File: src/rtl/dbp_pkg.sv
package dbp_pkg;

    typedef enum logic [1:0] {
        ENC_IDLE = 2'd0,
        ENC_HEAD = 2'd1,
        ENC_TAIL = 2'd2
    } enc_state_t;

    typedef enum logic {
        DEC_HEAD = 1'b0,
        DEC_TAIL = 1'b1
    } dec_state_t;

    typedef struct packed {
        logic valid;
        logic data;
        logic viol;
    } dec_out_t;

endpackage

File: src/rtl/dbp_enc.sv
module dbp_enc
    import dbp_pkg::*;
#(
    parameter bit IDLE_LVL = 1'b0
) (
    input  logic clk,
    input  logic rst_n,
    input  logic half_tick,
    input  logic tx_on,
    input  logic tx_bit,
    output logic bit_req,
    output logic line_out
);

    enc_state_t state_q, state_d;
    logic       diff_q;
    logic       diff_d;
    logic       line_q;

    // next-state logic
    always_comb begin
        state_d = state_q;
        unique case (state_q)
            ENC_IDLE: if (half_tick && tx_on) state_d = ENC_HEAD;
            ENC_HEAD: if (half_tick)          state_d = ENC_TAIL;
            ENC_TAIL: if (half_tick)          state_d = tx_on ? ENC_HEAD : ENC_IDLE;
            default:                          state_d = ENC_IDLE;
        endcase
    end

    // state register
    always_ff @(posedge clk or negedge rst_n) begin
        if (!rst_n) state_q <= ENC_IDLE;
        else        state_q <= state_d;
    end

    assign bit_req = half_tick && tx_on && (state_q != ENC_HEAD);
    assign diff_d  = tx_bit ^ diff_q;

    // output and precoder registers
    always_ff @(posedge clk or negedge rst_n) begin
        if (!rst_n) begin
            diff_q <= 1'b0;
            line_q <= IDLE_LVL;
        end else if (bit_req) begin
            diff_q <= diff_d;
            line_q <= ~diff_d;
        end else if (half_tick) begin
            if (state_q == ENC_HEAD) line_q <= diff_q;
            else                     line_q <= IDLE_LVL;
        end
    end

    assign line_out = line_q;

    a_r3_mid_flip: assert property (@(posedge clk) disable iff (!rst_n)
        (half_tick && state_q == ENC_HEAD) |=> (line_q != $past(line_q)));

    a_r3_hold_between: assert property (@(posedge clk) disable iff (!rst_n)
        !half_tick |=> $stable(line_q));

    a_r2_head_level: assert property (@(posedge clk) disable iff (!rst_n)
        bit_req |=> (line_q == ~($past(tx_bit) ^ $past(diff_q))));

    a_r6_idle_level: assert property (@(posedge clk) disable iff (!rst_n)
        (state_q == ENC_IDLE) |-> (line_q == IDLE_LVL));

    a_r6_diff_kept: assert property (@(posedge clk) disable iff (!rst_n)
        !bit_req |=> $stable(diff_q));

endmodule

File: src/rtl/dbp_dec.sv
module dbp_dec
    import dbp_pkg::*;
(
    input  logic     clk,
    input  logic     rst_n,
    input  logic     half_tick,
    input  logic     rx_on,
    input  logic     rx_line,
    output dec_out_t dout
);

    dec_state_t state_q, state_d;
    logic       head_q;
    logic       prev_q;
    dec_out_t   out_q;
    logic       tail_tick;

    // next-state logic
    always_comb begin
        state_d = state_q;
        unique case (state_q)
            DEC_HEAD: if (half_tick && rx_on) state_d = DEC_TAIL;
            DEC_TAIL: if (half_tick)          state_d = DEC_HEAD;
            default:                          state_d = DEC_HEAD;
        endcase
    end

    // state register
    always_ff @(posedge clk or negedge rst_n) begin
        if (!rst_n) state_q <= DEC_HEAD;
        else        state_q <= state_d;
    end

    assign tail_tick = half_tick && (state_q == DEC_TAIL);

    // sample and output registers
    always_ff @(posedge clk or negedge rst_n) begin
        if (!rst_n) begin
            head_q <= 1'b0;
            prev_q <= 1'b0;
            out_q  <= '0;
        end else begin
            out_q.valid <= 1'b0;
            out_q.viol  <= 1'b0;
            if (half_tick && rx_on && state_q == DEC_HEAD) begin
                head_q <= rx_line;
            end
            if (tail_tick) begin
                if (head_q == rx_line) begin
                    out_q.viol <= 1'b1;
                end else begin
                    out_q.valid <= 1'b1;
                    out_q.data  <= rx_line ^ prev_q;
                    prev_q      <= rx_line;
                end
            end
        end
    end

    assign dout = out_q;

    a_r8_exclusive: assert property (@(posedge clk) disable iff (!rst_n)
        out_q.valid |-> !out_q.viol);

    a_r7_single_pulse: assert property (@(posedge clk) disable iff (!rst_n)
        out_q.valid |=> !out_q.valid);

    a_r8_prev_kept: assert property (@(posedge clk) disable iff (!rst_n)
        out_q.viol |-> $stable(prev_q));

    a_r9_tail_follows: assert property (@(posedge clk) disable iff (!rst_n)
        (half_tick && rx_on && state_q == DEC_HEAD) |=> (state_q == DEC_TAIL));

endmodule

File: src/rtl/dbp_codec.sv
module dbp_codec
    import dbp_pkg::*;
#(
    parameter bit IDLE_LVL = 1'b0
) (
    input  logic clk,
    input  logic rst_n,
    input  logic half_tick,
    input  logic tx_on,
    input  logic tx_bit,
    output logic bit_req,
    output logic line_out,
    input  logic rx_on,
    input  logic rx_line,
    output logic rx_valid,
    output logic rx_bit,
    output logic rx_viol
);

    dec_out_t dec_o;

    dbp_enc #(.IDLE_LVL(IDLE_LVL)) u_enc (
        .clk       (clk),
        .rst_n     (rst_n),
        .half_tick (half_tick),
        .tx_on     (tx_on),
        .tx_bit    (tx_bit),
        .bit_req   (bit_req),
        .line_out  (line_out)
    );

    dbp_dec u_dec (
        .clk       (clk),
        .rst_n     (rst_n),
        .half_tick (half_tick),
        .rx_on     (rx_on),
        .rx_line   (rx_line),
        .dout      (dec_o)
    );

    assign rx_valid = dec_o.valid;
    assign rx_bit   = dec_o.data;
    assign rx_viol  = dec_o.viol;

endmodule

File: config.mk
export PLATFORM = sky130hd
export DESIGN_NAME = dbp_codec
export DESIGN_NICKNAME = d
export VERILOG_FILES = /design/src/rtl/dbp_pkg.sv /design/src/rtl/dbp_enc.sv /design/src/rtl/dbp_dec.sv /design/src/rtl/dbp_codec.sv
export SDC_FILE = /design/constraint.sdc
export NUM_CORES = 1
export LEC_CHECK = 0
export ABC_AREA = 1
export BUFFER_PORTS_ARGS = -buffer_cell sky130_fd_sc_hd__buf_2
export CORE_AREA = 2 2 39 41
export CTS_BUF_LIST = sky130_fd_sc_hd__clkbuf_2
export CTS_CLUSTER_SIZE = 10
export DETAILED_ROUTE_END_ITERATION = 6
export DIE_AREA = 0 0 41 43
export GPL_TIMING_DRIVEN = 0
export PLACE_DENSITY_LB_ADDON = 0.08
export SYNTH_ARGS = -nofsm -noshare
export SYNTH_HDL_FRONTEND = slang
export SYNTH_HIERARCHICAL = 1
export SYNTH_SLANG_ARGS = --single-unit
File: constraint.sdc
create_clock -name clk -period 2.16 [get_ports clk]
set_input_delay 0 -clock clk [delete_from_list [all_inputs] [get_ports clk]]
set_output_delay 0 -clock clk [all_outputs]
set_load 0.03 [all_outputs]
* Yosys cells after proc, flatten, opt, wreduce, memory -nomap -nowiden
Index checks and enable logic that the tools add are counted.
Cells by class: muxes and demuxes 14, equal/unequal tests 7, reductions and logical operators 9, bitwise gates (word level) 5
Operators with widths (count):
- two-way mux 2 bit | 4
- two-way mux 1 bit | 7
- case mux 2 bit (3 select lines) | 1
- logical AND 1 bit | 5
- inequality test 2 x 1 -> 1 bit, second input constant | 2
- inequality test 2 bit, second input constant | 2
- two-way mux 3 bit | 1
- NOT 1 bit | 3
- AND reduction 3 bit | 1
- equality test 2 x 1 -> 1 bit, second input constant | 1
- equality test 2 bit, second input constant | 1
- logical NOT 2 bit | 1
- case mux 1 bit (2 select lines) | 1
- AND reduction 2 bit | 1
- nonzero test 2 bit | 1
- bitwise XOR 1 bit | 2
- equality test 1 bit | 1
Word-level totals: flip-flop bits (word level) 10, input port bits 7, output and inout bits 5, logic and storage cells 44

* Depth between registers and ports, before layout
depth in word-level cells 4, gate-level depth with buffers 6, mapped depth without buffers 6

* Modules after synthesis
The synthesis kept the hierarchy.
Modules (own cells, without submodules):
- dbp_dec | cells each 31, area an instance 257.7 um^2, sequential area each 150.1 um^2, instances 1
- dbp_enc | cells each 24, area an instance 200.2 um^2, sequential area each 100.1 um^2, instances 1

* Least setup slack after synthesis
No wires, ideal clock.
path type reg2reg, from reg u_enc.state_q[0], to reg u_enc.diff_q, required time 2.041 ns, period minus slack after synthesis 1.131 ns, data arrival time 1.012 ns, slack 1.029 ns, cell stages (with the launch flop) 4, cells stage by stage dfrtp_1 a21oi_2 nand2_2 o21a_1
On the way: longest elaborated chain between the ends 2
RTL lines:
- start: declaration | RTL line dbp_enc.sv:15 | enc_state_t state_q, state_d;
- start signal: assignment | RTL line dbp_enc.sv:34 | else state_q <= state_d;
- inequality test 2 x 1 -> 1 bit | RTL line dbp_enc.sv:37 | assign bit_req = half_tick && tx_on && (state_q != ENC_HEAD);
- logical AND 1 bit | RTL line dbp_enc.sv:37
- via bit_req | RTL line dbp_codec.sv:11 | output logic bit_req,
- end signal: assignment | RTL line dbp_enc.sv:46 | diff_q <= diff_d;
- end: declaration | RTL line dbp_enc.sv:16 | logic diff_q;
The timed path passes the listed nets, and every way through them passes these cells. A chain may end at the register's enable or synchronous reset.

* Worst setup path after layout
from reg u_enc.state_q[0], to out bit_req
On the way: longest elaborated chain between the ends 2
RTL lines (RTL line):
- inequality test 2 x 1 -> 1 bit | dbp_enc.sv:37
- logical AND 1 bit | dbp_enc.sv:37
- end: declaration | dbp_codec.sv:11
No other way between the ends.

==> summary.md <==
| Metric | Value |
|---|---|
| All-Layer GR Usage | `around an eighth` |
| DRC viols | `0` |
| First-pass GRT wire length | `roughly 1400 um` |
| Final TNS setup | `0 ns` |
| Syn avg cell area | `8.33 um2` |
| Reg2reg path depth | `3` |
| Non-Filler Instances | `87` |
| Logic pwr share | `between 20 and 30%` |
| Number of DRC markers in iteration 0 | `5` |
| Layout Skew | `between 0.006 and 0.007 ns` |
| Hold path depth | `2` |
| Post-CTS setup buffer count | `0` |
| # H-tree levels | `1` |
| WHS Endpoint | `u_enc/state_q[1]` |
| Synth Warn # | `6` |
| N_diodes | `0` |
| Initial core utilization | `33.1%` |
| Crit. End Element | `primary output` |
| Syn nets | `62` |
| Sequential area share after synthesis | `roughly 55%` |
| Hold path startpoint | `half_tick` |
| Internal cell power | `~320 uW` |
| Synth-to-layout area growth | `24.0%` |
| Max-slew headroom | `between 80% and 90%` |
| DP Worst Slack | `about 1.2 ns` |
| Final Cycle Share | `between 50% and 60%` |
| Share of layout cells above drive strength 1 | `around 32%` |
| CP max FO | `5` |
| Wire per inst | `roughly 8.5 um` |
| Largest net degree at the start of global routing | `11` |
| Clock sinks | `10` |
| Number of synthesized register bits | `10` |
| CTS tree | `done` |
| Max IR drop VDD | `~0.31 mV` |
| Ports | `12` |
| Post-route ant nets | `0` |
| Slew @ Worst Pin | `about 0.22 ns` |
| CTS clk-pin slew, worst paths | `about 0.090 ns` |
| Fmax | `about 0.90 GHz` |
| Gp weighted congestion | `~0.71` |
| Max clock buf depth | `2` |
| Sequential Power Share | `between 50 and 60%` |
| Critical path class | `reg -> out` |
| Die width | `roughly 41 um` |
| Core area | `about 1400 um2` |
| Minimum clock period | `approximately 1.1 ns` |
| Final WL | `approximately 740 um` |
| Pins Over Slew Limit | `0` |
| Post-layout nets | `80` |
| R2R setup slack | `1.22 ns` |
| Clock latency on the worst-skew pair | `approximately 0.24 ns` |
| Via count | `353` |
| Worst Setup Start Kind | `flop` |
| Pwr dens | `869 nW/um2` |
| Mapped Cells | `55` |
| Die Ht | `about 43 um` |
| HP Class | `in -> reg` |
| Req. time, crit path | `2.16 ns` |
| Vias per cell | `4.06` |
| Die ar. | `around 1800 um2` |
| Maxcap violations | `0` |
| RSZ-0062 raised after global routing | `no` |
| Min Hold Slack | `approximately 0.036 ns` |
| Rows | `14` |
| Final worst-path setup slack | `roughly 1.0 ns` |
| TritonCTS buffer count | `3` |
| PortBufs | `11` |
| Mapped cell area | `458 um2` |
| Cells after DPL | `slightly above 80` |
| Final hold violations | `0` |
| P_leak | `about 0.00033 uW` |
| Commonest cells after routing, fill and taps aside | `nand2_1, buf_2, dfrtp_1, inv_1, nand2_2` |
| Most common cell after layout, fill and taps aside | `nand2_1` |
| Yosys cell types | `12` |
| Drt pass-1 iters | `2` |
| Net Sw Frac | `between 30% and 40%` |
| Number of global-route vias before repair | `340` |
| Sw Pwr | `about 180 uW` |
| Data arrival time of the worst path | `~1.1 ns` |
| Initial antenna violation count | `0` |
| Final setup fails | `0` |
| CTS root buffer | `clkbuf_2` |
| Clock power share | `roughly a fifth` |
| Crit Reg-Reg Endpoint | `u_enc/diff_q` |
| Status | `finished clean` |
| HPWL Detailed | `556 um` |
| Worst flop-to-flop path startpoint | `u_enc/state_q[0]` |
| GRT overflow | `0` |
[worst max-delay path by stage]
stage	depth (start not counted)	slack, ns	end	startpoint
5_1_grt	2	0.94	bit_req	u_enc/state_q[0]
3_5_place_dp	3	1.24	u_enc/diff_q	u_enc/state_q[0]
6_report	2	1.05	bit_req	u_enc/state_q[0]
3_3_place_gp	3	1.23	u_enc/diff_q	u_enc/state_q[0]
4_1_cts	2	1.03	bit_req	u_enc/state_q[0]
2_1_floorplan	3	1.03	u_enc/diff_q	u_enc/state_q[0]
[power groups by stage]
stage	sequential [uW]	combinational, uW	clock, uW
after floorplan	283	76.2	0
after global placement	256	145	0
final	253	145	95.2
after detailed placement	257	144	0
after CTS	253	146	102
after global routing	261	170	113
[what timing repair did]
item                      4_1_cts  5_1_grt
hold endpoints to repair       10        1
hold buffers                    1        1
gates resized for setup         0        0
[state kept, by name (all words and copies together), names as in the netlist]
name	cells
u_dec/dout	3
u_enc/state_q	2
u_dec/head_q	1
u_dec/prev_q	1
u_dec/state_q	1
u_enc/diff_q	1
u_enc/line_out	1
[final cells by class]
type,count,area (um2)
fillers,152,816
multi-input cells,35,170
flip-flops and latches,10,250
repair buffers,13,75.1
inverters,10,37.5
well taps,16,20.0
clock buffers,3,15.0
[cells by family (layout without fill, tap and decap cells)]
kind of cell	Yosys count	in the layout	synth area share, %
buffers and inverters	10	26	8.20
AOI/OAI and AO/OA	7	7	10.4
and+or+nand+nor	28	28	26.8
DFF	10	10	54.6
[worst max-delay path, cell delays in order (launching register included)]
cell	delay (ns)
dfrtp_1	0.43
a21oi_2	0.21
buf_2	0.22
[synthesized netlist by cell type]
cell type / instances / area share [%]
dfrtp_1: 10 / 55
o21a_1: 1 / 1.6
nor2_1: 4 / 3.3
inv_2: 2 / 1.6
o21ai_0: 2 / 2.2
a21oi_1: 1 / 1.1
a22oi_1: 1 / 1.6
nand2_1: 15 / 12
nand2_2: 5 / 6.8
inv_1: 8 / 6.6
nand3_1: 4 / 4.4
a21oi_2: 2 / 3.8
[metal layers]
layer | part of all wire [%] | routed length, um | track usage [%]
met5 | 0 | 0 | 0
met4 | 0 | 0 | 6.00
met2 | 40 | 293 | 14.1
met3 | 6.8 | 50 | 9.42
met1 | 53 | 394 | 17.3
[through the flow]
| stage | total power [uW] | utilization, % | cell area [um2] |
|---|---|---|---|
| floorplan | 360 | - | 458 |
| global placement | 401 | 38.5 | 533 |
| detailed placement | 401 | 38.5 | 533 |
| CTS | 501 | 40.3 | 558 |
| global route | 544 | 41.0 | 568 |
| finish | 494 | 41.0 | 568 |
No activity file was read; power rests on OpenSTA's default activity.
